==> src/rtl/uirq_pkg.sv <==
package uirq_pkg;
    typedef enum logic [2:0] {
        IRQ_NONE   = 3'd0,
        IRQ_RXLINE = 3'd1,
        IRQ_RXTMO  = 3'd2,
        IRQ_TXRDY  = 3'd3,
        IRQ_MODEM  = 3'd4,
        IRQ_RSVD   = 3'd5,
        IRQ_PIN    = 3'd6,
        IRQ_TIMER  = 3'd7
    } irq_code_e;

    typedef struct packed {
        logic line;
        logic tmo;
        logic tx;
        logic tx_prev;
        logic mdm;
        logic xon;
        logic spc;
        logic pin;
        logic tmr;
    } chan_state_t;
endpackage

==> src/rtl/uirq_prio.sv <==
module uirq_prio
    import uirq_pkg::*;
(
    input  logic       dr,
    input  logic       line,
    input  logic       tmo,
    input  logic       tx,
    input  logic       mdm,
    input  logic       xon,
    input  logic       spc,
    input  logic       pin,
    input  logic       tmr,
    output logic [2:0] code_o
);
    irq_code_e code;

    always_comb begin
        if (dr || line)            code = IRQ_RXLINE;
        else if (tmo)              code = IRQ_RXTMO;
        else if (tx)               code = IRQ_TXRDY;
        else if (mdm || xon || spc) code = IRQ_MODEM;
        else if (pin)              code = IRQ_PIN;
        else if (tmr)              code = IRQ_TIMER;
        else                       code = IRQ_NONE;
    end

    assign code_o = code;
endmodule

==> src/rtl/uirq_chan.sv <==
module uirq_chan
    import uirq_pkg::*;
#(
    parameter int LVL_W   = 7,
    parameter bit HAS_DEV = 1'b0
) (
    input  logic             clk,
    input  logic             rst_n,
    input  logic [LVL_W-1:0] rx_level,
    input  logic [LVL_W-1:0] rx_trig,
    input  logic             tmo_evt,
    input  logic [3:0]       line_err,
    input  logic             thr_empty,
    input  logic             tsr_empty,
    input  logic             auto485,
    input  logic             modem_evt,
    input  logic             xon_evt,
    input  logic             spc_evt,
    input  logic             rx_char,
    input  logic             lsr_rd,
    input  logic             isr_rd,
    input  logic             msr_rd,
    input  logic             tmr_evt,
    input  logic             pin_evt,
    input  logic             tmr_rd,
    input  logic             pin_rd,
    output logic [2:0]       code_o
);
    chan_state_t st_d, st_q;
    logic        tx_now;
    logic        dr;

    always_comb begin
        st_d        = st_q;
        tx_now      = auto485 ? tsr_empty : thr_empty;
        st_d.line   = (|line_err) | (st_q.line & ~lsr_rd);
        st_d.tmo    = tmo_evt | (st_q.tmo & (rx_level != '0));
        st_d.tx_prev = tx_now;
        st_d.tx     = (tx_now & ~st_q.tx_prev) | (st_q.tx & ~isr_rd);
        st_d.mdm    = modem_evt | (st_q.mdm & ~msr_rd);
        st_d.xon    = xon_evt | (st_q.xon & ~isr_rd);
        st_d.spc    = spc_evt | (st_q.spc & ~(isr_rd | rx_char));
        if (HAS_DEV) begin
            st_d.pin = pin_evt | (st_q.pin & ~pin_rd);
            st_d.tmr = tmr_evt | (st_q.tmr & ~tmr_rd);
        end else begin
            st_d.pin = 1'b0;
            st_d.tmr = 1'b0;
        end
    end

    always_ff @(posedge clk) begin
        if (!rst_n) begin
            st_q         <= '0;
            st_q.tx_prev <= 1'b1;
        end else begin
            st_q <= st_d;
        end
    end

    assign dr = (rx_level >= rx_trig) && (rx_level != '0);

    uirq_prio u_prio (
        .dr    (dr),
        .line  (st_q.line),
        .tmo   (st_q.tmo),
        .tx    (st_q.tx),
        .mdm   (st_q.mdm),
        .xon   (st_q.xon),
        .spc   (st_q.spc),
        .pin   (st_q.pin),
        .tmr   (st_q.tmr),
        .code_o(code_o)
    );


    line_err_code_chk: assert property (@(posedge clk) disable iff (!rst_n)
        (|line_err) |=> (code_o == 3'd1));


    tmo_code_chk: assert property (@(posedge clk) disable iff (!rst_n)
        tmo_evt |=> (code_o == 3'd1 || code_o == 3'd2));


    xon_set_wins_chk: assert property (@(posedge clk) disable iff (!rst_n)
        (xon_evt && isr_rd) |=> (code_o != 3'd0));


    no_rsvd_code_chk: assert property (@(posedge clk) disable iff (!rst_n)
        code_o != 3'd5);
endmodule

==> src/rtl/uart_irq_aggregator.sv <==
module uart_irq_aggregator #(
    parameter int NUM_CH     = 8,
    parameter int FIFO_DEPTH = 64
) (
    input  logic                                clk,
    input  logic                                rst_n,
    input  logic [NUM_CH*$clog2(FIFO_DEPTH+1)-1:0] rx_level_i,
    input  logic [NUM_CH*$clog2(FIFO_DEPTH+1)-1:0] rx_trig_i,
    input  logic [NUM_CH-1:0]                   rx_tmo_i,
    input  logic [NUM_CH*4-1:0]                 line_err_i,
    input  logic [NUM_CH-1:0]                   thr_empty_i,
    input  logic [NUM_CH-1:0]                   tsr_empty_i,
    input  logic [NUM_CH-1:0]                   auto485_i,
    input  logic [NUM_CH-1:0]                   modem_evt_i,
    input  logic [NUM_CH-1:0]                   xon_evt_i,
    input  logic [NUM_CH-1:0]                   spc_evt_i,
    input  logic [NUM_CH-1:0]                   rx_char_i,
    input  logic [NUM_CH-1:0]                   lsr_rd_i,
    input  logic [NUM_CH-1:0]                   isr_rd_i,
    input  logic [NUM_CH-1:0]                   msr_rd_i,
    input  logic                                tmr_evt_i,
    input  logic                                pin_evt_i,
    input  logic                                tmr_rd_i,
    input  logic                                pin_rd_i,
    output logic [NUM_CH*3-1:0]                 status_o,
    output logic [NUM_CH-1:0]                   summary_o,
    output logic                                irq_o
);
    localparam int LVL_W  = $clog2(FIFO_DEPTH + 1);
    localparam int CODE_W = 3;

    for (genvar n = 0; n < NUM_CH; n++) begin : g_ch
        logic [CODE_W-1:0] code;

        uirq_chan #(
            .LVL_W  (LVL_W),
            .HAS_DEV(n == 0)
        ) u_chan (
            .clk       (clk),
            .rst_n     (rst_n),
            .rx_level  (rx_level_i[n*LVL_W +: LVL_W]),
            .rx_trig   (rx_trig_i[n*LVL_W +: LVL_W]),
            .tmo_evt   (rx_tmo_i[n]),
            .line_err  (line_err_i[n*4 +: 4]),
            .thr_empty (thr_empty_i[n]),
            .tsr_empty (tsr_empty_i[n]),
            .auto485   (auto485_i[n]),
            .modem_evt (modem_evt_i[n]),
            .xon_evt   (xon_evt_i[n]),
            .spc_evt   (spc_evt_i[n]),
            .rx_char   (rx_char_i[n]),
            .lsr_rd    (lsr_rd_i[n]),
            .isr_rd    (isr_rd_i[n]),
            .msr_rd    (msr_rd_i[n]),
            .tmr_evt   ((n == 0) ? tmr_evt_i : 1'b0),
            .pin_evt   ((n == 0) ? pin_evt_i : 1'b0),
            .tmr_rd    ((n == 0) ? tmr_rd_i : 1'b0),
            .pin_rd    ((n == 0) ? pin_rd_i : 1'b0),
            .code_o    (code)
        );

        assign status_o[n*CODE_W +: CODE_W] = code;
        assign summary_o[n] = (code != '0);
    end

    assign irq_o = |summary_o;


    timer_raises_irq_chk: assert property (@(posedge clk) disable iff (!rst_n)
        tmr_evt_i |=> irq_o);
endmodule

==> config.mk <==
export PLATFORM = sky130hd
export DESIGN_NAME = uart_irq_aggregator
export DESIGN_NICKNAME = d
export VERILOG_FILES = /design/src/rtl/uirq_pkg.sv /design/src/rtl/uirq_prio.sv /design/src/rtl/uirq_chan.sv /design/src/rtl/uart_irq_aggregator.sv
export SDC_FILE = /design/constraint.sdc
export NUM_CORES = 1
export LEC_CHECK = 0
export BUFFER_PORTS_ARGS = -buffer_cell sky130_fd_sc_hd__buf_2
export CORE_AREA = 2 2 106 108
export CTS_BUF_LIST = sky130_fd_sc_hd__clkbuf_4 sky130_fd_sc_hd__clkbuf_8
export DETAILED_ROUTE_END_ITERATION = 12
export DIE_AREA = 0 0 108 110
export GPL_TIMING_DRIVEN = 0
export MAX_ROUTING_LAYER = met4
export PLACE_DENSITY = 0.73
export SETUP_SLACK_MARGIN = 0.3
export SLEW_MARGIN = 40
export SYNTH_ARGS = -nofsm -noshare
export SYNTH_HDL_FRONTEND = slang
export SYNTH_SLANG_ARGS = --single-unit
==> constraint.sdc <==
create_clock -name clk -period 6.2 [get_ports clk]
set_input_delay 1.24 -clock clk [delete_from_list [all_inputs] [get_ports clk]]
set_output_delay 1.24 -clock clk [all_outputs]
set_load 0.03 [all_outputs]
# Yosys cells after proc, flatten, opt, wreduce, memory -nomap -nowiden
# Cells that the tools add are included.
dict set report word_totals {
  register_bits 58
  input_bits 238
}
dict set report classes {
  magnitude_cmp 8
  muxes 56
  bitwise 158
  reduce_logical 57
}
# cell count
set op_table {}
lappend op_table {{3-bit 2-to-1 mux} 48}
lappend op_table {{1-bit AND} 58}
lappend op_table {{1-bit OR} 58}
lappend op_table {{7-bit greater-or-equal comparator} 8}
lappend op_table {{7-bit nonzero test} 8}
lappend op_table {{1-bit NOT} 42}
lappend op_table {{4-bit OR reduction} 8}
lappend op_table {{1-bit logical OR} 24}
lappend op_table {{3-bit nonzero test} 8}
lappend op_table {{1-bit logical AND} 8}
lappend op_table {{1-bit 2-to-1 mux} 8}
lappend op_table {{8-bit OR reduction} 1}

# Longest topological paths before layout
dict set report depth {
  word_depth 8
  depth_mapped 9
  mapped_depth_nobuf 9
}

# Cells and area by module
# A second synthesis with hierarchy kept.
dict set report unflattened {
  cells_unflattened 514
  hier_area_um2 4225.3
}
# mod instances cells_each area_per_inst_um2 seq_area_each_um2
set modules_own_cells {}
lappend modules_own_cells {{uirq_chan at g_ch[1].u_chan ...} 7 52 436.7 140.1}
lappend modules_own_cells {uirq_prio 8 10 70.1 0.0}
lappend modules_own_cells {{uirq_chan at g_ch[0].u_chan} 1 58 505.5 180.2}
lappend modules_own_cells {uart_irq_aggregator 1 12 102.6 0.0}

# Worst setup path after synthesis
# OpenSTA, ideal clock, no wires.
dict set report synth_timing {
  kind {in2out}
  start {input port rx_trig_i[9]}
  end {output port irq_o}
  t_arrival_ps 3514
  required_time_ps 4960
  slack_ps 1446
  path_stages 8
  path_cell_list {inv_1 -> ha_1 -> o21a_1 -> o2bb2ai_1 -> nor3b_1 -> o21ai_0 -> or3_1 -> or4_1}
}
dict set report synth_via {
  elab_chain_cells 6
}
# item line_no
set synth_rtl {}
lappend synth_rtl {{from (decl)} uart_irq_aggregator.sv:8} ;# input logic [NUM_CH*$clog2(FIFO_DEPTH+1)-1:0] rx_trig_i,
lappend synth_rtl {{7-bit greater-or-equal comparator} uirq_chan.sv:61} ;# assign dr = (rx_level >= rx_trig) && (rx_level != '0);
lappend synth_rtl {{1-bit logical AND} uirq_chan.sv:61}
lappend synth_rtl {{1-bit logical OR} uirq_prio.sv:18} ;# if (dr || line) code = IRQ_RXLINE;
lappend synth_rtl {{3-bit 2-to-1 mux} uirq_prio.sv:18}
lappend synth_rtl {{3-bit nonzero test} uart_irq_aggregator.sv:63} ;# assign summary_o[n] = (code != '0);
lappend synth_rtl {{net summary_o[1]} uart_irq_aggregator.sv:26} ;# output logic [NUM_CH-1:0] summary_o,
lappend synth_rtl {{8-bit OR reduction} uart_irq_aggregator.sv:66} ;# assign irq_o = |summary_o;
lappend synth_rtl {{to (decl)} uart_irq_aggregator.sv:27} ;# output logic irq_o
# The timed path passes the listed nets, and every way through them passes these cells.

# Worst setup path after layout
dict set report layout_timing {
  start {input port rx_level_i[35]}
  end {output port irq_o}
}
dict set report layout_via {
  elab_chain_cells 6
  word_cells_on_any_way 7
  cone_classes {order compare: 1; mux: 1; reduce/logical: 5}
}
# item line_no
set layout_rtl {}
lappend layout_rtl {{from (decl)} uart_irq_aggregator.sv:7} ;# input logic [NUM_CH*$clog2(FIFO_DEPTH+1)-1:0] rx_level_i,
lappend layout_rtl {{7-bit greater-or-equal comparator / 7-bit nonzero test (equally long branches)} uirq_chan.sv:61}
lappend layout_rtl {{1-bit logical AND (*)} uirq_chan.sv:61}
lappend layout_rtl {{1-bit logical OR (*)} uirq_prio.sv:18}
lappend layout_rtl {{3-bit 2-to-1 mux (*)} uirq_prio.sv:18}
lappend layout_rtl {{3-bit nonzero test (*)} uart_irq_aggregator.sv:63}
lappend layout_rtl {{8-bit OR reduction (*)} uart_irq_aggregator.sv:66}
# Mark *: on every way between the ends. The rest lies on a longest branch, timed or not.

==> run metrics <==
most frequent cells in the layout=buf_2, inv_1, dfxtp_1; number of nets in the final layout=around 1,100; number of placed cells counting well taps=903; setup repair bufs after CTS=0; utilization after layout=0.5349; gp weighted congestion=roughly 0.8; warning count from the yosys run=0; xor and xnor area share after synthesis=0; non-filler cells in the finished layout=roughly 920; via count=4,363; total count of max-transition violations in the final report=0; post-cts hold buffer count=0; final critical-path share of the clock period=0.7903; H-Tree Depth=3; number of buffers added on ports=269; post-detailed-route DRC marker count=0; main flop type after synthesis=dfxtp_1; worst hold-check path type=reg2reg; Critical Path Slowest Stage Cell=a2111oi_1; Startpoint Class=input port; number of global-route vias before repair=between 4,000 and 5,000; Ports=271; Hold Worst Slack=498.3 ps; peak supply drop=96.99 uV; Remaining Overflow, GRT=0; Chip Width=108 um; Setup TNS=0 ps; async set-reset flop share out of synthesis=0; CP max FO=2; total cell area at the placement stage=between 5000 and 6000 um2; count of mapped cells out of synthesis=around 490; fillers=1,092; CP dominant cell by count=buf_2; antenna violations before repair=1; clock period minus worst slack=about 4900 ps; unrepaired setup endpoints after global routing=false; post-route cell area=5722 um2; part of the Yosys area used for sequential elements=0.2910; destination of the worst hold path=g_ch[0].u_chan.st_q[8]$_SDFF_PN0_; number of gates given a new drive strength after cts=0; initial core utilization=0.3730; clock slew at the register clock pins of the worst setup and hold paths=roughly 60 ps; first-pass GRT wire length=18,250 um; detailed router's first-iteration violation count=135; fraction of synthesized area in multiplexers=0.02007; number of clock buffers inserted by TritonCTS=9; source of the worst hold timing path=g_ch[0].u_chan.st_q[8]$_SDFF_PN0_; area enclosed by the die boundary=between 10,000 and 15,000 um2; FF-to-FF Start=g_ch[7].u_chan.st_q[6]$_SDFF_PN0_; core region area=about 11,000 um2; worst clock skew on the final layout=4.470 ps; CTS sink cnt=58; synthesized-area fraction occupied by ao, oa, aoi and oai cells=0.1972; Cell Rows=38; average cell area after synthesis=8.077 um2; adder and majority cell fraction of the synthesized area=0.1756; maximum cell stage delay along the critical path=480 ps; share of cells above drive strength 1=0.3774; vias per cell=4.737; setup violation total in the final timing report=0; number of enable flip-flop cells after synthesis=0; worst-case register-to-register setup slack=5430 ps; area added between synthesis and finish=43.40%; Max Cap Violations=0; largest registers=g_ch.u_chan.st_q: 58 flops; number of hold-slack violations in the final timing report=0; reg2reg path depth=3; number of detailed-route iterations in the first pass=6; clock latency of the later-clocked register in the worst-skew pair=330 ps; status=complete, no violations; cell breakdown of the critical path=buf_2 > inv_1 > ha_1 > nand2b_1 > a2111oi_1 > o31a_1 > o21ai_1 > or3_1 > or4_1 > buf_2; root buffer cell=clkbuf_8; worst flop-to-flop path endpoint=g_ch[7].u_chan.st_q[6]$_SDFF_PN0_; Cell Area, Synth=3990 um2; maximum clock frequency=204.1 MHz; most common library cell in the layout ignoring fill and taps=buf_2; number of distinct standard cells referenced by the synthesized netlist=45; type of the worst setup path=in2out; CP endpoint kind=output pin; pin count of the biggest net entering global routing=11; flip-flop count of the largest register after layout=58; CTS tree=yes; number of storage elements in the synthesis netlist=58; simple logic cell fraction of the synthesized area=0.2446; Min-Delay Path Depth=2; GRT Total Usage=0.2040; remaining max-slew budget at the tightest pin=0.5577; overall die height=110 um; CTS max path bufs=2; main combinational cell family by area after synthesis=simple AND/OR/NAND/NOR gates; Data required, critical path=4960 ps; Biggest register=g_ch.u_chan.st_q; final HPWL from detailed placement=approximately 10,000 um; data arrival time of the worst path=around 3700 ps; Pleak=3.022 nW; synthesized netlist net count=788; transition time at the pin with the least slew margin=663.5 ps; final WL=12,130 um; detail-routed net length per standard cell=13.17 um; pwr/cell area=185.7 nW/um2; number of nets with antenna violations after detailed routing=0
-- logic make-up (layout without fill, tap and decap cells) --
group | count (synthesis) | in the layout
and+or+nand+nor | 178 | 178
buffers and inverters | 76 | 361
other | 0 | 2
DFF | 58 | 58
AOI/OAI and AO/OA | 118 | 118
adders and majority gates | 56 | 56
muxes | 8 | 8
-- critical path: cells and delay by family --
kind / cells / cell delay (ps)
and+or+nand+nor: 3 / 960
AOI/OAI and AO/OA: 3 / 870
buffers and inverters: 3 / 320
adders and majority gates: 1 / 270
-- worst max path at each step --
stage	to	cells past startpoint	start
global route	irq_o	10	rx_level_i[35]
global placement	irq_o	10	rx_level_i[35]
floorplan	irq_o	8	rx_trig_i[9]
detailed placement	irq_o	10	rx_level_i[35]
CTS	irq_o	10	rx_level_i[35]
finish	irq_o	10	rx_level_i[35]
-- final cells by class --
cell class / instances / area, um2 / area share
Multi-Input combinational cell: 360 / 2544 / 0.4446
Timing Repair Buffer: 269 / 1346 / 0.2353
Tap cell: 140 / 175.2 / 0.03061
Clock buffer: 15 / 200.2 / 0.03499
Buffer: 6 / 22.52 / 0.003936
Antenna cell: 2 / 5.005 / 0.0008747
Inverter: 70 / 262.8 / 0.04592
Sequential cell: 58 / 1161 / 0.2029
Clock inverter: 1 / 5.005 / 0.0008747
-- where the power goes --
part	switching, W	leakage (nW)	internal [W]	total [W]
registers	0.0000135	0.484	0.000397	0.000410
clock network	0.000146	0.109	0.000204	0.000350
logic	0.000159	2.43	0.000143	0.000302
-- through the flow --
step | setup slack, ps | total power [W]
after floorplan | 1446 | 0.0005884
after global placement | 1351 | 0.0007179
after detailed placement | 1331 | 0.0007227
after CTS | 1329 | 0.001080
after global routing | 1158 | 0.001134
final | 1300 | 0.001063
-- metal layers --
metal,wire length (um),track usage,vias to the layer above
li1,-,-,2296
met1,4927,0.2198,1868
met2,5944,0.3639,177
met3,1040,0.05820,22
met4,218,0.06502,0
met5,0,-,-
-- synthesized netlist by cell type, types with 2 or more instances --
cell | n | share of area
inv_1 | 70 | 0.066
dfxtp_1 | 58 | 0.29
ha_1 | 56 | 0.18
nor2b_1 | 35 | 0.055
a21oi_1 | 28 | 0.035
nor2_1 | 28 | 0.026
o21a_1 | 26 | 0.049
nand2_1 | 25 | 0.024
nor3_1 | 22 | 0.028
o21ai_0 | 19 | 0.024
nor4_1 | 18 | 0.028
nand2b_1 | 13 | 0.020
nand3_1 | 12 | 0.015
o22ai_1 | 11 | 0.017
and2_1 | 9 | 0.014
a21boi_0 | 8 | 0.015
mux2i_1 | 8 | 0.020
clkbuf_1 | 6 | 0.0056
a21o_1 | 3 | 0.0056
nor3b_1 | 3 | 0.0056
o21ai_1 | 3 | 0.0038
o21bai_1 | 3 | 0.0056
or3_1 | 3 | 0.0047
a211oi_1 | 2 | 0.0038
a31oi_1 | 2 | 0.0031
nand2b_4 | 2 | 0.0069
o2bb2ai_1 | 2 | 0.0044
or3_4 | 2 | 0.0056
Power figures use the tool's default switching activity.
